$ cat src/rtl/gpio_pkg.sv
package gpio_pkg;
    localparam int GPIO_W      = 5;
    localparam int REG_W       = 8;
    localparam int LED_EN_BIT  = 5;
    localparam int LED_BLK_BIT = 6;
    localparam logic [GPIO_W-1:0] DIR_RST = 5'b01111;
    localparam logic ADDR_DATA = 1'b0;
    localparam logic ADDR_CTL  = 1'b1;

    typedef struct packed {
        logic              led_blk;
        logic              led_en;
        logic [GPIO_W-1:0] dir;
        logic [GPIO_W-1:0] dout;
    } regs_t;
endpackage

$ cat src/rtl/gpio_sync.sv
module gpio_sync #(
    parameter int W = 5
) (
    input  logic         clk,
    input  logic         rst_n,
    input  logic [W-1:0] async_in,
    output logic [W-1:0] sync_out
);
    typedef struct packed {
        logic [W-1:0] s1;
        logic [W-1:0] s2;
    } sync_t;

    sync_t st_d, st_q;

    always_comb begin
        st_d    = st_q;
        st_d.s1 = async_in;
        st_d.s2 = st_q.s1;
    end

    always_ff @(posedge clk or negedge rst_n) begin
        if (!rst_n) st_q <= '0;
        else        st_q <= st_d;
    end

    assign sync_out = st_q.s2;
endmodule

$ cat src/rtl/gpio_regfile.sv
module gpio_regfile
    import gpio_pkg::*;
(
    input  logic              clk,
    input  logic              rst_n,
    input  logic              reg_wr,
    input  logic              reg_addr,
    input  logic [REG_W-1:0]  reg_wdata,
    input  logic [GPIO_W-1:0] pin_sync,
    output regs_t             regs_q,
    output logic [REG_W-1:0]  reg_rdata
);
    regs_t regs_d;
    logic  unused_wtop;

    assign unused_wtop = reg_wdata[REG_W-1];

    always_comb begin
        regs_d = regs_q;
        if (reg_wr) begin
            if (reg_addr == ADDR_CTL) begin
                regs_d.dir     = reg_wdata[GPIO_W-1:0];
                regs_d.led_en  = reg_wdata[LED_EN_BIT];
                regs_d.led_blk = reg_wdata[LED_BLK_BIT];
            end else begin
                regs_d.dout    = reg_wdata[GPIO_W-1:0];
            end
        end
    end

    always_ff @(posedge clk or negedge rst_n) begin
        if (!rst_n) begin
            regs_q.dout    <= '0;
            regs_q.dir     <= DIR_RST;
            regs_q.led_en  <= 1'b0;
            regs_q.led_blk <= 1'b0;
        end else begin
            regs_q <= regs_d;
        end
    end

    always_comb begin
        if (reg_addr == ADDR_CTL)
            reg_rdata = {1'b0, regs_q.led_blk, regs_q.led_en, regs_q.dir};
        else
            reg_rdata = {{(REG_W-GPIO_W){1'b0}},
                         (regs_q.dir & pin_sync) | (~regs_q.dir & regs_q.dout)};
    end
endmodule

$ cat src/rtl/gpio_pin_drive.sv
module gpio_pin_drive
    import gpio_pkg::*;
(
    input  regs_t             regs,
    input  logic              link_stat,
    input  logic              autoload_busy,
    output logic [GPIO_W-1:0] pin_out,
    output logic [GPIO_W-1:0] pin_oe
);
    logic led_live;

    assign led_live = regs.led_en & ~regs.led_blk & ~autoload_busy;

    for (genvar i = 0; i < GPIO_W; i++) begin : g_pin
        if (i == 0) begin : g_led
            assign pin_out[i] = led_live ? link_stat : regs.dout[i];
            assign pin_oe[i]  = led_live | ~regs.dir[i];
        end else begin : g_plain
            assign pin_out[i] = regs.dout[i];
            assign pin_oe[i]  = ~regs.dir[i];
        end
    end
endmodule

$ cat src/rtl/gpio_led_ctrl.sv
module gpio_led_ctrl
    import gpio_pkg::*;
(
    input  logic              clk,
    input  logic              rst_n,
    input  logic              reg_wr,
    input  logic              reg_addr,
    input  logic [REG_W-1:0]  reg_wdata,
    output logic [REG_W-1:0]  reg_rdata,
    input  logic [GPIO_W-1:0] gpio_in,
    output logic [GPIO_W-1:0] gpio_out,
    output logic [GPIO_W-1:0] gpio_oe,
    input  logic              link_stat,
    input  logic              autoload_busy
);
    logic [GPIO_W-1:0] pin_sync;
    regs_t             regs_q;

    gpio_sync #(.W(GPIO_W)) u_sync (
        .clk      (clk),
        .rst_n    (rst_n),
        .async_in (gpio_in),
        .sync_out (pin_sync)
    );

    gpio_regfile u_regs (
        .clk       (clk),
        .rst_n     (rst_n),
        .reg_wr    (reg_wr),
        .reg_addr  (reg_addr),
        .reg_wdata (reg_wdata),
        .pin_sync  (pin_sync),
        .regs_q    (regs_q),
        .reg_rdata (reg_rdata)
    );

    gpio_pin_drive u_drive (
        .regs          (regs_q),
        .link_stat     (link_stat),
        .autoload_busy (autoload_busy),
        .pin_out       (gpio_out),
        .pin_oe        (gpio_oe)
    );
endmodule

$ cat config.mk
export PLATFORM = sky130hd
export DESIGN_NAME = gpio_led_ctrl
export DESIGN_NICKNAME = d
export VERILOG_FILES = /design/src/rtl/gpio_pkg.sv /design/src/rtl/gpio_sync.sv /design/src/rtl/gpio_regfile.sv /design/src/rtl/gpio_pin_drive.sv /design/src/rtl/gpio_led_ctrl.sv
export SDC_FILE = /design/constraint.sdc
export NUM_CORES = 1
export LEC_CHECK = 0
export BUFFER_PORTS_ARGS = -buffer_cell sky130_fd_sc_hd__buf_2
export CAP_MARGIN = 20
export CORE_MARGIN = 2
export CORE_UTILIZATION = 32
export CTS_CLUSTER_DIAMETER = 100
export DETAILED_ROUTE_END_ITERATION = 7
export HOLD_SLACK_MARGIN = 0.08
export SLEW_MARGIN = 20
export SYNTH_ARGS = -nofsm -noshare
export SYNTH_HDL_FRONTEND = slang
export SYNTH_HIERARCHICAL = 1
export SYNTH_SLANG_ARGS = --single-unit
$ cat constraint.sdc
create_clock -name clk -period 1 [get_ports clk]
set_input_delay 0 -clock clk [delete_from_list [all_inputs] [get_ports clk]]
set_output_delay 0 -clock clk [all_outputs]
set_load 0.05 [all_outputs]
* After elaboration in Yosys (flattened, before gate mapping)
Index checks and enable logic that the tools add are counted.
** Word-level totals
- Word-level logic and storage cells :: 25
- Input port bits :: 19
- Register bits after elaboration :: 22
- Output and inout port bits :: 18
** Operators by class
- Bitwise logic cells :: 15
- Reduce and logical (&&, ||, !) cells :: 2
- Multiplexer cells :: 2
** Operators with widths (number)
- $and 5x5->5 :: 2
- $not 1->1 :: 8
- $mux 7 :: 1
- $not 5->5 :: 1
- $or 5x5->5 :: 1
- $reduce_and 2->1 :: 2
- $and 1x1->1 :: 2
- $mux 1 :: 1
- $or 1x1->1 :: 1

* Depth between registers and ports, before layout
Gate-level depths: netlist of run 1.
- Depth in word-level cells :: 4
- Mapped depth :: 3
- Mapped depth without buffers :: 2

* By module
The synthesis of run 1 kept the hierarchy.
** Modules (own cells, without submodules)
- gpio_regfile :: seq. area each 305.3 um^2, area an instance 575.6 um^2, times used 1, cells each 46
- gpio_sync :: seq. area each 250.2 um^2, area an instance 250.2 um^2, times used 1, cells each 10
- gpio_pin_drive :: seq. area each 0.0 um^2, area an instance 78.8 um^2, times used 1, cells each 11

* Least setup slack after synthesis of run 1
OpenSTA, ideal clock, no wires.
- Kind :: reg-to-output
- Start point :: register u_regs/regs_q[9] (netlist name)
- End point :: output reg_rdata[4]
- Stages on the path, launching flop included :: 2
- Data required time :: 1.000 ns
- Data arrival time :: 1.483 ns
- Path buffers :: 0
- Setup slack :: -0.483 ns
- Cells stage by stage :: dfrtp_1 o21ai_0
** On the way
- Cells in the longest elaborated chain, start to end :: 4
- Elaborated cells on any way between the ends :: 5
- Classes of those cells :: mux (1); bitwise (4)
** RTL lines
- $not 5->5 :: RTL line gpio_regfile.sv:47 : (regs_q.dir & pin_sync) | (~regs_q.dir & regs_q.dout)};
- $and 5x5->5 :: RTL line gpio_regfile.sv:47
- $or 5x5->5 :: RTL line gpio_regfile.sv:47
- $mux 7 (*) :: RTL line gpio_regfile.sv:43 : if (reg_addr == ADDR_CTL)
- end: declaration :: RTL line gpio_led_ctrl.sv:9 : output logic [REG_W-1:0] reg_rdata,
Every way passes the cells marked *; elsewhere a longest branch is shown, timed or not.

* Final worst setup path of run 1
- Start point :: register u_regs/regs_q[11] (netlist name)
- End point :: output gpio_out[0]
** On the way
- Cells in the longest elaborated chain, start to end :: 4
** RTL lines
- $not 1->1 :: RTL line gpio_pin_drive.sv:12 : assign led_live = regs.led_en & ~regs.led_blk & ~autoload_busy;
- $and 1x1->1 (2 in series) :: RTL line gpio_pin_drive.sv:12
- $mux 1 :: RTL line gpio_pin_drive.sv:16 : assign pin_out[i] = led_live ? link_stat : regs.dout[i];
- end: declaration :: RTL line gpio_led_ctrl.sv:11 : output logic [GPIO_W-1:0] gpio_out,
No other way between the ends.

==> out/metrics.yaml, run 1 <==
run_status:
  status: "finished, violations left"
  violations: "setup timing"
global_routing:
  grt_max_degree: 23
  grt.overflow.total: 0
  antenna_found_initial: 0
  grt_pass1_vias: 710
  grtUsageTotal_pct: 12.0
  grt_pass1_wl_um: 3030
floorplan:
  pin_count: 37
  core_sq_um: 2710
  dieArea_sq_um: 3270
  rows: 19
  die_h_um: 57.2
  die_w_um: 57.2
  initial_core_util_pct: 33.4
hold_path:
  hp-start: "reg_wr"
  hold_class: "in -> reg"
route:
  detail-route-antenna-nets: 0
  drtPass1Iterations: 3
  wl_met1_um: 809
  top_layer: "met4"
  totalWireLength_um: 1850
  wl_met2_um: 958
  drcViolationCount: 0
  vias_per_cell: 4.41
  vias: 679
  first_iter_violations: 9
  dr_wl_met3_um: 71
  wl_per_cell_um: 12.0
placement:
  pre_cts_ws_ns: -0.103
  port_buffers: 34
  gp_congestion: 0.737
  placed_area_sq_um: 1140
  hpwl_um: 1230
clocking:
  clk_latency_ns: 0.29
  numCtsBuffers: 3
  cts_sinks: 22
  clkSlewWorstSetupHoldPaths_ns: 0.11
  cts_tree: "built"
  cts_buffer_depth: 2
  cts_max_level: 1
  cts_root_buf: "clkbuf_4"
synthesis:
  synthTopCellsByArea: "dfrtp_1, mux2_2, dfstp_2, o21ai_0, buf_4"
  ys_seq_area_share_pct: 61.4
  synth_top_family_by_area: "multiplexers"
  ys.flop_type: "dfrtp_1"
  ys_async_sr_fraction_pct: 100
  synthAdderAreaFrac_pct: 0
  synth_area_per_cell_sq_um: 13.5
  synth_cells: 67
  synth_compound_gate_area_share_pct: 5.53
  synth.largest_area_cell: "dfrtp_1"
  yosysTopAreaCellShare_pct: 49.8
  synthXorXnorAreaFrac_pct: 0
  synth_edf_count: 0
  yosys_warnings: 6
  syn_area_sq_um: 905
  syn_nets: 86
  netlist_top_cells_count: "dfrtp_1, mux2_2, o21ai_0"
  synthMuxAreaShare_pct: 16.6
  yosys.area_share.simple_pct: 9.68
  synth.most_common_cell: "dfrtp_1"
  synth_cell_types: 14
  ys_ff_latch: 22
power_and_ir_drop:
  p_comb_share_pct: 43.8
  p_int_mw: 1.66
  switchingPower_uw: 927
  peakVddDrop_uv: 1020
  powerDensity_nw_per_um2: 1720
  switching_share_pct: 35.8
  clockPowerShare_pct: 14.9
  power.leakage_nw: 0.704
  seq_power_share_pct: 41.2
critical_path:
  cp_data_arrival_time_ns: 1.39
  cp-end-kind: "output port"
  crit_fanout: 2
  crit_path_top_delay_cell: "dfrtp_1"
  crit_path_max_incr_delay_ns: 0.40
  worstSetupPathType: "reg -> out"
  crit_required_ns: 1.00
  worstSetupStartpoint: "u_regs/regs_q[11]"
  reg2reg_from: "u_regs/regs_q[11]"
  setup.worst_path.start_class: "flip-flop"
  crit_chain: "nor3b_2 -> mux2_4 -> buf_6"
  r2r_slack_ns: 0
sta:
  slew_violations: 0
  fmax_mhz: 718
  skew_ns: 0.00801
  rsz0062_at_grt: "yes"
  report.final.hold_viol_count: 0
  setup_viol: 13
  min_period_over_period_pct: 139
  setup_slack_ns: -0.393
  fin_crit_ns: 1.39
final_layout:
  nets: 143
  final_area_sq_um: 1510
  fillers: 231
  drive_gt1_share_pct: 69.1
  area_growth_pct: 66.7
  antenna_cells: 0
job:
  drv_cap: 0
==> area by class of cell <==
class | instances | area [sq um] | share of cell area [%]
repair buffers | 58 | 518 | 34.4
flip-flops and latches | 22 | 556 | 36.8
multi-input cells | 35 | 352 | 23.3
inverters | 4 | 17.5 | 1.16
well taps | 31 | 38.8 | 2.57
clock buffers | 4 | 26.3 | 1.74
==> registers in the layout, indices dropped and copies added, names as in the netlist <==
| name | flops |
|---|---|
| u_sync/sync_out | 5 |
| u_sync/st_d | 5 |
| u_regs/regs_q | 12 |
==> timing repair <==
item                                    in CTS  in global routing
setup buffers                                3                  3
endpoints found under the setup margin      13                 16
gates resized for setup                     47                 16
cloned                                       0                  0
hold endpoints to repair                    39                  0
pin swaps                                    4                  3
hold buffers                                13                  0
==> metal layers <==
metal  GRT usage, %  vias to the layer above
li1               -                      332
met1           15.4                      330
met2           19.5                       15
met3           2.72                        2
met4           4.98                        0
met5              0                        -
==> critical path: cells and delay by family, from the launching register on <==
| kind | cells | cell delay (ns) |
|---|---|---|
| mux | 1 | 0.32 |
| buf+inv | 1 | 0.15 |
| simple gates | 1 | 0.22 |
| flops | 1 | 0.40 |
==> path summary, 6_finish.rpt <==
path,endpoint,cells after the start
setup / recovery,gpio_out[0],3
hold / removal,u_regs/regs_q[5],3
setup reg to reg,u_regs/regs_q[11],3
hold reg to reg,u_sync/sync_out[4],0
max in group asynchronous,u_regs/regs_q[8],2
min in group asynchronous,u_regs/regs_q[0],2
==> through the flow <==
step           power (mW)  util [%]  instances  setup TNS, ns  hold WS [ns]
2_1_floorplan        1.69         -         67              0        -0.296
3_5_place_dp         1.89      42.0        132         -0.103       -0.0184
4_1_cts              2.54      53.4        152          -2.16         0.132
5_1_grt              2.73      55.6        154          -2.82         0.139
3_3_place_gp         1.88      42.0        132        -0.0836       -0.0227
6_report             2.59      55.6        154          -2.05         0.138
==> power by group through the flow <==
stage                     clock network [mW]  logic, mW  registers (mW)
after floorplan                            0      0.619            1.07
after global placement                     0      0.815            1.06
after detailed placement                   0      0.826            1.07
after CTS                              0.407       1.07            1.06
after global routing                   0.456       1.19            1.08
final                                  0.387       1.14            1.07
==> layout by cell type (no fill, tap or decap) <==
cell type | synthesis | routed
buf_4 | 5 | 3
clkbuf_1 | 0 | 1
inv_4 | 0 | 1
clkbuf_4 | 0 | 4
nand2b_2 | 0 | 1
nor2b_4 | 1 | 1
conb_1 | 1 | 1
dlygate4sd3_1 | 0 | 13
buf_2 | 0 | 19
o21ai_4 | 0 | 1
inv_2 | 0 | 3
nand2b_1 | 6 | 5
nor3b_2 | 1 | 1
buf_8 | 0 | 4
mux2_4 | 1 | 3
mux2_2 | 12 | 10
o21ai_2 | 0 | 9
dfstp_2 | 4 | 4
buf_6 | 0 | 18
and2_4 | 0 | 2
nand2_4 | 1 | 1
dfrtp_1 | 18 | 18
==> logic make-up (layout without fill, tap and decap cells) <==
logic type             after synthesis  after routing
DFF                                 22             22
muxes                               13             13
and+or+nand+nor                     11             11
AOI/OAI and AO/OA                   10             10
buffers and inverters               10             66
other                                1              1
Note: power is estimated with default switching activity, not from simulation.
==> inputs of run 2 (changes only) <==
- SKIP_LAST_GASP: unset -> 1
==> out/metrics.yaml, run 2 (synthesized netlist as in run 1, its figures left out) <==
run_status:
  status: "finished, violations left"
  violations: "setup timing"
route:
  first_iter_violations: 8  # -1
  vias: 683  # +0.59%
  detail-route-antenna-nets: 0  # unchanged
  totalWireLength_um: 1840  # -0.92%
  vias_per_cell: 4.44  # +0.59%
  drtPass1Iterations: 2  # -1
  drcViolationCount: 0  # unchanged
  wl_per_cell_um: 11.9  # -0.92%
job:
  drv_cap: 0  # unchanged
final_layout:
  regMostFlops: "u_regs/regs_q"
  largest_register_ffs: 12  # unchanged
  antenna_cells: 0  # unchanged
  drive_gt1_share_pct: 69.1  # unchanged
  final_area_sq_um: 1500  # -0.75%
  fillers: 231  # unchanged
  area_growth_pct: 65.4
  final_cell_mix: "buf_2, dfrtp_1, buf_6"
  layout_commonest_cell: "buf_2"
  nets: 143  # unchanged
global_routing:
  grt_pass1_vias: 710  # unchanged
  grtUsageTotal_pct: 12.0  # unchanged
  grt_max_degree: 23  # unchanged
  grt_pass1_wl_um: 3030  # unchanged
  antenna_found_initial: 0  # unchanged
  grt.overflow.total: 0  # unchanged
sta:
  setup_slack_ns: -0.395  # -0.00229 ns
  min_period_over_period_pct: 140  # +0.23 points
  slew_violations: 0  # unchanged
  rsz0062_at_grt: "yes"
  skew_ns: 0.00785  # -0.000166 ns
  fin_crit_ns: 1.40  # +0.00229 ns
  report.final.hold_viol_count: 0  # unchanged
  setup_viol: 12  # -1
  fmax_mhz: 717  # -0.16%
power_and_ir_drop:
  p_int_mw: 1.65  # -0.65%
  seq_power_share_pct: 41.5  # +0.3 points
  powerDensity_nw_per_um2: 1720  # +0.22%
  fin_total_pwr_mw: 2.58  # -0.53%
  clockPowerShare_pct: 15.0  # about the same
  switchingPower_uw: 924  # -0.31%
  peakVddDrop_uv: 1030  # +0.77%
  power.leakage_nw: 0.693  # -1.5%
  p_comb_share_pct: 43.5  # -0.3 points
  switching_share_pct: 35.9  # +0.079 points
clocking:
  clkSlewWorstSetupHoldPaths_ns: 0.11  # about the same
  cts_sinks: 22  # unchanged
  cts_tree: "built"
  clk_latency_ns: 0.29  # about the same
  cts_root_buf: "clkbuf_4"
  numCtsBuffers: 3  # unchanged
  cts_max_level: 1  # unchanged
  cts_buffer_depth: 2  # unchanged
floorplan:
  dieArea_sq_um: 3270  # unchanged
  rows: 19  # unchanged
  initial_core_util_pct: 33.4  # unchanged
  die_h_um: 57.2  # unchanged
  core_sq_um: 2710  # unchanged
  pin_count: 37  # unchanged
  die_w_um: 57.2  # unchanged
critical_path:
  cp-end-kind: "output port"
  worstSetupPathType: "reg -> out"
  cp_data_arrival_time_ns: 1.40  # about the same
  crit_required_ns: 1.00  # about the same
  setup.worst_path.start_class: "flip-flop"
  crit_fanout: 2  # unchanged
  r2r_cells: 3  # unchanged
placement:
  gp_congestion: 0.737  # unchanged
  hpwl_um: 1230  # unchanged
  port_buffers: 34  # unchanged
  placed_area_sq_um: 1140  # unchanged
hold_path:
  hold_depth: 3  # unchanged
  hold_class: "in -> reg"
[run 2: final timing paths]
kind	startpoint	end	slack (ns)
worst max-delay path	u_regs/regs_q[11]	gpio_out[0]	-0.40
worst min-delay path	reg_wr	u_regs/regs_q[5]	0.13
worst max register to register	u_regs/regs_q[11]	u_regs/regs_q[11]	0
worst min register to register	u_sync/st_d[4]	u_sync/sync_out[4]	0.36
max in group asynchronous	rst_n	u_regs/regs_q[8]	0.47
min in group asynchronous	rst_n	u_regs/regs_q[0]	0.18
[run 2: critical path: stages, from the launching register on]
cell	delay (ns)
dfrtp_1	0.40
nor3b_2	0.22
mux2_4	0.32
buf_6	0.15
[run 2: timing repair]
action	CTS	global route
buffers inserted	3	3
pin swaps	4	3
endpoints found under the setup margin	13	16
resized for setup	47	13
hold endpoints to repair	39	0
hold buffers	13	0
[run 2: metal layers]
metal / wire length (um) / global-route usage [%]
met1: 794 / 15.4
met2: 956 / 19.5
met3: 71 / 2.72
met4: 15 / 4.98
met5: 0 / 0
[run 2: through the flow]
stage                     utilization [%]  setup TNS (ns)  hold slack (ns)  setup slack (ns)  cells
after floorplan                         -               0           -0.296            0.0413     67
after global placement               42.0         -0.0836          -0.0227           -0.0836    132
after detailed placement             42.0          -0.103          -0.0184            -0.103    132
after CTS                            53.4           -2.16            0.132            -0.416    152
after global routing                 55.2           -2.83            0.128            -0.443    154
final                                55.2           -2.06            0.129            -0.395    154
[run 2: layout make-up]
type	instances	area [sq um]	area share [%]
Sequential cell	22	556	37.1
Timing Repair Buffer	58	514	34.4
Multi-Input combinational cell	35	344	23.0
Tap cell	31	38.8	2.59
Clock buffer	4	26.3	1.76
Inverter	4	17.5	1.17
[run 2: power groups by stage]
stage / logic, mW / registers, mW / clock network [mW]
2_1_floorplan: 0.619 / 1.07 / 0
3_3_place_gp: 0.815 / 1.06 / 0
3_5_place_dp: 0.826 / 1.07 / 0
4_1_cts: 1.07 / 1.06 / 0.407
5_1_grt: 1.17 / 1.08 / 0.456
6_report: 1.12 / 1.07 / 0.387
==> inputs of run 3 (changes only) <==
--- a/config.mk
+++ b/config.mk
@@ -10,5 +10,4 @@
 export CORE_MARGIN = 2
 export CORE_UTILIZATION = 32
-export CTS_CLUSTER_DIAMETER = 100
 export DETAILED_ROUTE_END_ITERATION = 7
 export HOLD_SLACK_MARGIN = 0.08
==> constraint.sdc (replaced) <==
create_clock -name clk -period 1 [get_ports clk]
set_input_delay 0 -clock clk [delete_from_list [all_inputs] [get_ports clk]]
set_output_delay 0 -clock clk [all_outputs]
set_load 0.02 [all_outputs]
==> out/metrics.yaml, run 3 (synthesized netlist as in run 1, its figures left out) <==
placement:
  pre_cts_ws_ns: -0.0559  # +0.0469 ns
  port_buffers: 34  # unchanged
  hpwl_um: 1170  # -4.4%
  gp_congestion: 0.718  # -2.6%
power_and_ir_drop:
  p_int_mw: 1.51  # -8.4%
  powerDensity_nw_per_um2: 1550  # -9.9%
  peakVddDrop_uv: 1000  # -2.8%
  switching_share_pct: 28.8  # -7.1 points
  seq_power_share_pct: 50.3  # +8.8 points
  clockPowerShare_pct: 17.4  # +2.4 points
  p_comb_share_pct: 32.3  # -11 points
  switchingPower_uw: 613  # -34%
  power.leakage_nw: 0.648  # -6.6%
floorplan:
  die_h_um: 57.2  # unchanged
  initial_core_util_pct: 33.4  # unchanged
  core_sq_um: 2710  # unchanged
  die_w_um: 57.2  # unchanged
  rows: 19  # unchanged
  dieArea_sq_um: 3270  # unchanged
  pin_count: 37  # unchanged
critical_path:
  cp-end-kind: "output port"
  reg2reg_from: "u_regs/regs_q[11]"
  crit_fanout: 2  # unchanged
  setup.worst_path.start_class: "flip-flop"
  crit_chain: "nor3b_2 -> mux2_4 -> buf_2"
  worstSetupPathType: "reg -> out"
  r2r_end: "u_regs/regs_q[11]"
  cp_data_arrival_time_ns: 1.40  # about the same
  crit_required_ns: 1.00  # about the same
  crit_buf_inv: 1  # unchanged
  crit_path_max_incr_delay_ns: 0.41  # about the same
  r2r_slack_ns: -0.10  # -0.10 ns
  r2r_cells: 4  # +1
  crit_path_top_delay_cell: "dfrtp_1"
  crit_family: "flip-flops"
final_layout:
  final_util_pct: 50.6  # -4.7 points
  antenna_cells: 0  # unchanged
  regArea_sq_um: 556  # unchanged
  final_cell_mix: "buf_2, dfrtp_1, dlygate4sd3_1"
  multi_input_area_sq_um: 313  # -9.1%
  largest_register_ffs: 12  # unchanged
  nets: 140  # -2.1%
  regMostFlops: "u_regs/regs_q"
  drive_gt1_share_pct: 61.3  # -7.8 points
  area_growth_pct: 51.5
  fillers: 256  # +11%
  layout_commonest_cell: "buf_2"
route:
  wl_per_cell_um: 11.5  # -3.5%
  vias_per_cell: 4.43  # about the same
  detail-route-antenna-nets: 0  # unchanged
  first_iter_violations: 1  # -7
  vias: 665  # -2.6%
  drtPass1Iterations: 2  # unchanged
  totalWireLength_um: 1730  # -6.0%
  drcViolationCount: 0  # unchanged
global_routing:
  grt_max_degree: 23  # unchanged
  grtUsageTotal_pct: 11.5  # -0.51 points
  grt_pass1_vias: 710  # unchanged
  grt_pass1_wl_um: 2900  # -4.3%
  grt.overflow.total: 0  # unchanged
  antenna_found_initial: 0  # unchanged
hold_path:
  hp-start: "reg_wr"
  holdPathEnd: "u_regs/regs_q[7]"
  hold_depth: 3  # unchanged
  hold_class: "in -> reg"
sta:
  fmax_mhz: 715  # -0.26%
  setup_slack_ns: -0.399  # -0.00368 ns
  slew_violations: 0  # unchanged
  report.final.hold_viol_count: 0  # unchanged
  fin_crit_ns: 1.40  # +0.00368 ns
  min_period_over_period_pct: 140  # +0.37 points
  skew_ns: 0.000267  # -0.00758 ns
  rsz0062_at_grt: "yes"
  setup_viol: 13  # +1
clocking:
  clkSlewWorstSetupHoldPaths_ns: 0.11  # about the same
  numCtsBuffers: 3  # unchanged
  cts_tree: "built"
  cts_max_level: 1  # unchanged
  clk_latency_ns: 0.29  # about the same
  cts_sinks: 22  # unchanged
  cts_buffer_depth: 2  # unchanged
  cts_root_buf: "clkbuf_4"
run_status:
  status: "finished, violations left"
  violations: "setup timing"
job:
  drv_cap: 0  # unchanged
## run 3: repair_timing
item                                    CTS  global route
gates resized for setup                  34             5
hold buffers                             13             0
buffers inserted                          3             2
endpoints found under the setup margin   12            13
hold endpoints to repair                 39             0
pin swaps                                 0             0
## run 3: worst max-delay path by stage
| stage | startpoint | end | slack [ns] | depth (start not counted) |
|---|---|---|---|---|
| 2_1_floorplan | u_regs/regs_q[11] | gpio_out[0] | 0.09 | 2 |
| 3_3_place_gp | u_regs/regs_q[11] | gpio_out[0] | -0.03 | 3 |
| 3_5_place_dp | u_regs/regs_q[11] | gpio_out[0] | -0.06 | 3 |
| 4_1_cts | u_regs/regs_q[11] | gpio_out[0] | -0.40 | 3 |
| 5_1_grt | u_regs/regs_q[11] | gpio_out[0] | -0.47 | 3 |
| 6_report | u_regs/regs_q[11] | gpio_out[0] | -0.40 | 3 |
## run 3: worst register-to-register path, cell delays in order, from the launching register on
cell	delay, ns
dfrtp_1	0.41
buf_4	0.14
buf_6	0.10
buf_6	0.10
mux2_2	0.25
## run 3: final cells by class
type	count	area share (%)
flip-flops and latches	22	40.5
inverters	4	1.10
well taps	31	2.83
clock buffers	3	1.64
multi-input cells	35	22.8
repair buffers	55	31.1
## run 3: power groups by stage
stage | Clock, mW | Sequential, mW | Combinational (mW)
3_5_place_dp | 0 | 1.08 | 0.500
4_1_cts | 0.400 | 1.06 | 0.662
2_1_floorplan | 0 | 1.06 | 0.341
3_3_place_gp | 0 | 1.07 | 0.495
5_1_grt | 0.423 | 1.08 | 0.740
6_report | 0.370 | 1.07 | 0.687
## run 3: per-stage QoR
stage | instance area, sq um | power [mW] | cells | hold WS (ns) | setup TNS, ns
global route | 1370 | 2.25 | 150 | 0.135 | -2.77
floorplan | 905 | 1.40 | 67 | -0.296 | 0
global placement | 1090 | 1.57 | 129 | -0.0185 | -0.0333
CTS | 1330 | 2.13 | 148 | 0.126 | -1.86
finish | 1370 | 2.13 | 150 | 0.134 | -1.95
detailed placement | 1090 | 1.58 | 129 | -0.0134 | -0.0559
## run 3: per-layer routing
| metal | GRT usage, % | wire length (um) | vias up |
|---|---|---|---|
| li1 | - | - | 321 |
| met4 | 4.98 | 14 | 0 |
| met5 | 0 | 0 | - |
| met2 | 20.7 | 948 | 17 |
| met3 | 2.27 | 86 | 2 |
| met1 | 13.1 | 678 | 325 |
